**src/rtl/isa_tgt_pkg.sv**
```systemverilog
package isa_tgt_pkg;
  parameter int HI_W   = 7;   // early high address bits
  parameter int LO_W   = 17;  // system address bits below them
  parameter int WIN_W  = 14;  // log2 of the card window
  localparam int SEL_W  = LO_W - WIN_W;   // system bits used by decode
  localparam int BASE_W = HI_W + SEL_W;   // base covers bits above window

  function automatic logic hi_hit(input logic [HI_W-1:0] hi,
                                  input logic [BASE_W-1:0] base);
    return hi == base[BASE_W-1 -: HI_W];
  endfunction

  function automatic logic lo_hit(input logic [SEL_W-1:0] lo,
                                  input logic [BASE_W-1:0] base);
    return lo == base[SEL_W-1:0];
  endfunction
endpackage

```
**src/rtl/isa_hi_hold.sv**
```systemverilog
module isa_hi_hold
  import isa_tgt_pkg::*;
(
  input  logic            clk,
  input  logic            rst_n,
  input  logic            ale,
  input  logic [HI_W-1:0] early_hi,
  output logic [HI_W-1:0] eff_hi
);
  logic [HI_W-1:0] held_q;

  always_ff @(posedge clk or negedge rst_n) begin
    if (!rst_n)   held_q <= '0;
    else if (ale) held_q <= early_hi;
  end

  // transparent while ale is high, held value otherwise
  assign eff_hi = ale ? early_hi : held_q;

  p_capture_r2: assert property (@(posedge clk) disable iff (!rst_n)
    ale |=> (held_q == $past(early_hi)));
  p_hold_r2: assert property (@(posedge clk) disable iff (!rst_n)
    !ale |=> $stable(held_q));
endmodule

```
**src/rtl/isa_addr_dec.sv**
```systemverilog
module isa_addr_dec
  import isa_tgt_pkg::*;
(
  input  logic              clk,
  input  logic              rst_n,
  input  logic [HI_W-1:0]   eff_hi,
  input  logic [SEL_W-1:0]  sys_addr_hi,
  input  logic [BASE_W-1:0] cfg_base,
  output logic              hi_match,
  output logic              sel
);
  assign hi_match = hi_hit(eff_hi, cfg_base);
  assign sel      = hi_match && lo_hit(sys_addr_hi, cfg_base);

  p_sel_needs_hi_r4: assert property (@(posedge clk) disable iff (!rst_n)
    sel |-> hi_match);
endmodule

```
**src/rtl/isa_strobe_qual.sv**
```systemverilog
module isa_strobe_qual (
  input  logic clk,
  input  logic rst_n,
  input  logic sel,
  input  logic dma_cyc,
  input  logic rd_n,
  input  logic wr_n,
  output logic core_rd,
  output logic core_wr
);
  logic pass;
  assign pass    = sel && !dma_cyc;
  assign core_rd = pass && !rd_n;
  assign core_wr = pass && !wr_n;

  p_dma_block_r7: assert property (@(posedge clk) disable iff (!rst_n)
    dma_cyc |-> (!core_rd && !core_wr));
  p_rd_sel_r5: assert property (@(posedge clk) disable iff (!rst_n)
    core_rd |-> (sel && !rd_n));
  p_wr_sel_r6: assert property (@(posedge clk) disable iff (!rst_n)
    core_wr |-> (sel && !wr_n));
endmodule

```
**src/rtl/isa_tgt_front.sv**
```systemverilog
module isa_tgt_front
  import isa_tgt_pkg::*;
(
  input  logic              clk,
  input  logic              rst_n,
  input  logic              ale,
  input  logic [HI_W-1:0]   early_hi,
  input  logic [SEL_W-1:0]  sys_addr_hi,
  input  logic [BASE_W-1:0] cfg_base,
  input  logic              rd_n,
  input  logic              wr_n,
  input  logic              dma_cyc,
  output logic              io16_oe,
  output logic              io16_val,
  output logic              card_sel,
  output logic              core_rd,
  output logic              core_wr
);
  logic [HI_W-1:0] eff_hi;
  logic            hi_match;

  isa_hi_hold u_hold (
    .clk(clk), .rst_n(rst_n), .ale(ale), .early_hi(early_hi), .eff_hi(eff_hi)
  );

  isa_addr_dec u_dec (
    .clk(clk), .rst_n(rst_n), .eff_hi(eff_hi), .sys_addr_hi(sys_addr_hi),
    .cfg_base(cfg_base), .hi_match(hi_match), .sel(card_sel)
  );

  isa_strobe_qual u_qual (
    .clk(clk), .rst_n(rst_n), .sel(card_sel), .dma_cyc(dma_cyc),
    .rd_n(rd_n), .wr_n(wr_n), .core_rd(core_rd), .core_wr(core_wr)
  );

  // open-drain request: enable from the early-bit decode, level always low
  assign io16_oe  = hi_match;
  assign io16_val = 1'b0;

  p_sel_io16_r3: assert property (@(posedge clk) disable iff (!rst_n)
    card_sel |-> io16_oe);
  p_transparent_r1: assert property (@(posedge clk) disable iff (!rst_n)
    (ale && (early_hi == cfg_base[BASE_W-1 -: HI_W])) |-> io16_oe);
endmodule

```
**config.mk**
```make
export PLATFORM = sky130hd
export DESIGN_NAME = isa_tgt_front
export DESIGN_NICKNAME = d
export VERILOG_FILES = /design/src/rtl/isa_tgt_pkg.sv /design/src/rtl/isa_hi_hold.sv /design/src/rtl/isa_addr_dec.sv /design/src/rtl/isa_strobe_qual.sv /design/src/rtl/isa_tgt_front.sv
export SDC_FILE = /design/constraint.sdc
export NUM_CORES = 1
export LEC_CHECK = 0
export BUFFER_PORTS_ARGS = -buffer_cell sky130_fd_sc_hd__buf_2
export CORE_AREA = 10 10 47 49
export DETAILED_ROUTE_END_ITERATION = 6
export DIE_AREA = 0 0 57 59
export GPL_TIMING_DRIVEN = 0
export PLACE_DENSITY = 0.81
export SLEW_MARGIN = 20
export SYNTH_ARGS = -nofsm -noshare
export SYNTH_HDL_FRONTEND = slang
export SYNTH_SLANG_ARGS = --single-unit
```
**constraint.sdc**
```tcl
create_clock -name clk -period 3.3 [get_ports clk]
set_input_delay 0.66 -clock clk [delete_from_list [all_inputs] [get_ports clk]]
set_output_delay 0.66 -clock clk [all_outputs]
set_load 0.03 [all_outputs]
```
==> metrics.csv <==
stage,metric,value,unit
status,status,finished clean,
critical_path,start_kind,primary input,
logic_synthesis,syn_area_per_cell,12.2,sq um
die,die_w,57,microns
die,die_y,59,microns
clocking,h-tree-depth,1,
final_layout,final_common_cell,buf_2,
logic_synthesis,synth-seq-cells,7,
die,top_level_ports,31,
power,total_power,0.246,mW
final_layout,num-nets-final,99,
logic_synthesis,syn_nets,66,
power,combPwrFrac,29.4,%
detailed_routing,first_iter_violations,1,
clocking,post_cts_resized,0,
critical_path,cpMaxStageDelayCell,mux2_4,
power,clockPowerShare,31.3,%
clocking,cts_root_buffer,clkbuf_4,
critical_path,cpPeakStageDelay,0.33,ns
critical_path,r2r-start,u_hold.held_q[2]$_DFF_PN0_,
logic_synthesis,syn_inst,40,
final_layout,multi_input_area,289,sq um
final_layout,final_core_util,48.0,%
detailed_routing,dr_total_vias,394,
die,die-area,3360,sq um
power,ir_worst_vdd,0.172,mV
critical_path,rrSetupSlack,2.52,ns
global_route,grt_pass1_vias,464,
critical_path,cp_num_cells,6,
final_layout,nFillCells,141,
critical_path,path_buf_inv,2,
power,power_frac_seq,39.3,%
critical_path,timing.rr.end,u_hold.held_q[2]$_DFF_PN0_,
critical_path,crit_chain,buf_6 > mux2_4 > xnor2_2 > nand4_2 > nor3_1 > buf_2,
die,start_util,34.7,%
final_layout,layout_common_cells,"buf_2 (28), dfrtp_1 (7), nor3_1 (5)",
global_route,grt_overflow,0,
power,leakagePower,0.347,nW
critical_path,cp_max_fo,7,
logic_synthesis,syn_area,487,sq um
die,core,1400,sq um
final_layout,drive_above_1_share,62.5,%
global_route,grtUsageTotal,7.38,%
placed_design,placed_area,647,sq um
global_route,antenna_found_initial,0,
critical_path,crit_start,ale,
timing,clock_skew,0,ns
timing,slew_violations,0,
clocking,cts_made_buffers,3,
clocking,clock_sinks,7,
logic_synthesis,yosysUniqueCellTypes,18,
placed_design,gp_congestion,0.719,
critical_path,endpoint,card_sel,
clocking,cts_tree,built,
die,fp-row-count,14,
critical_path,critPathRequiredTime,2.64,ns
critical_path,crit_family,simple AND/OR/NAND/NOR gates,
power,power_density,365,nW/um^2
timing,timing.fmax,391,MHz
job,maxCapViolCount,0,
detailed_routing,ant_nets,0,
timing,hold_slack,0.229,ns
final_layout,n_antenna_cell,0,
timing,finalHoldViolations,0,
clocking,cts_hold_buf,0,
placed_design,hpwl,1030,microns
timing,post-route-period-util,77.5,%
final_layout,largest_reg_flops,7,
logic_synthesis,yosysSeqAreaShare,36.0,%
detailed_routing,drc,0,
timing,tns,0,ns
critical_path,crit_type,in -> out,
critical_path,r2r_cells,1,
power,p_sw_share,26.5,%
critical_path,cp-end-kind,primary output,
detailed_routing,wl_per_cell,13.3,microns
final_layout,top_regs,u_hold.held_q: 7 flops,
placed_design,port_buffers,28,
global_route,grt_pass1_wl,1950,microns
clocking,cts_buffer_depth,2,
critical_path,worst_ep_arrival_time,1.90,ns
final_layout,finalInstanceArea,673,sq um
detailed_routing,drt_wl_total,1170,microns
final_layout,top_register,u_hold.held_q,
clocking,path_clk_slew,0.05,ns
clocking,postCtsSetupRepairBufs,0,
logic_synthesis,yosysWarnings,0,
detailed_routing,drt_first_pass_iters,2,
detailed_routing,viasPerCell,4.48,
timing,setup_viol,0,
clocking,clk_latency,0.25,ns
final_layout,synthToLayoutAreaGrowth,38.3,%
global_route,grt_max_degree,8,
timing,min_period,2.56,ns
timing,rsz0062_at_grt,false,
worst_hold_path,hold_path_class,in -> async,
final_layout,register_area,175,sq um
power,internal_power,0.180,mW
power,p_switching,0.0652,mW
cell usage after synthesis, drive strengths merged:
| cell | n | area share [%] |
|---|---|---|
| conb | 1 | 0.77 |
| inv | 1 | 0.77 |
| mux2 | 6 | 17 |
| nand3 | 2 | 2.1 |
| buf | 2 | 3.9 |
| dfrtp | 7 | 36 |
| xnor2 | 6 | 17 |
| nor2 | 1 | 0.77 |
| nor3b | 1 | 2.6 |
| nand4 | 1 | 2.6 |
| mux2i | 1 | 2.1 |
| xor2 | 4 | 7.2 |
| nor3 | 5 | 5.1 |
| nand2 | 1 | 0.77 |
| nand3b | 1 | 1.5 |
area by class of cell:
type,instances,share of cell area [%]
multi-input cells,30,42.9
well taps,16,2.97
flip-flops and latches,7,26.0
inverters,1,0.558
repair buffers,28,20.8
clock buffers,4,3.90
plain buffers,2,2.79
logic make-up (layout without fill, tap and decap cells):
| kind of cell | Yosys count | in the layout | share of synthesized area, % |
|---|---|---|---|
| xor gates and xnor gates | 10 | 10 | 24.2 |
| buffers and inverters | 3 | 35 | 4.63 |
| DFF | 7 | 7 | 36.0 |
| muxes | 7 | 7 | 19.0 |
| and+or+nand+nor | 12 | 12 | 15.4 |
| other | 1 | 1 | 0.770 |
worst min-delay path by stage:
| stage | start | end | slack [ns] | cells after the start |
|---|---|---|---|---|
| after floorplan | rst_n | u_hold.held_q[0]$_DFF_PN0_ | 0.36 | 0 |
| final | rst_n | u_hold.held_q[2]$_DFF_PN0_ | 0.23 | 1 |
| after detailed placement | u_hold.held_q[5]$_DFF_PN0_ | u_hold.held_q[5]$_DFF_PN0_ | 0.49 | 2 |
| after CTS | rst_n | u_hold.held_q[0]$_DFF_PN0_ | 0.22 | 1 |
| after global placement | u_hold.held_q[5]$_DFF_PN0_ | u_hold.held_q[5]$_DFF_PN0_ | 0.48 | 2 |
| after global routing | rst_n | u_hold.held_q[2]$_DFF_PN0_ | 0.23 | 1 |
through the flow:
stage	cells	setup slack (ns)
after floorplan	40	0.537
after global placement	84	0.786
after detailed placement	84	0.757
after CTS	88	0.742
after global routing	88	0.656
final	88	0.744
power groups by stage:
stage | Sequential, mW | Combinational (mW) | Clock (mW)
final | 0.0965 | 0.0723 | 0.0768
after floorplan | 0.0974 | 0.0495 | 0
after detailed placement | 0.0981 | 0.0728 | 0
after global placement | 0.0976 | 0.0704 | 0
after CTS | 0.0966 | 0.0732 | 0.0804
after global routing | 0.0974 | 0.0798 | 0.0852
per-layer routing:
layer,global-route usage (%),up-vias,routed length [microns]
met5,0,-,0
met4,5.03,0,15
met3,4.51,2,165
met2,11.2,24,507
met1,7.46,170,485
li1,-,198,-
(Power assumes the default switching activity.)
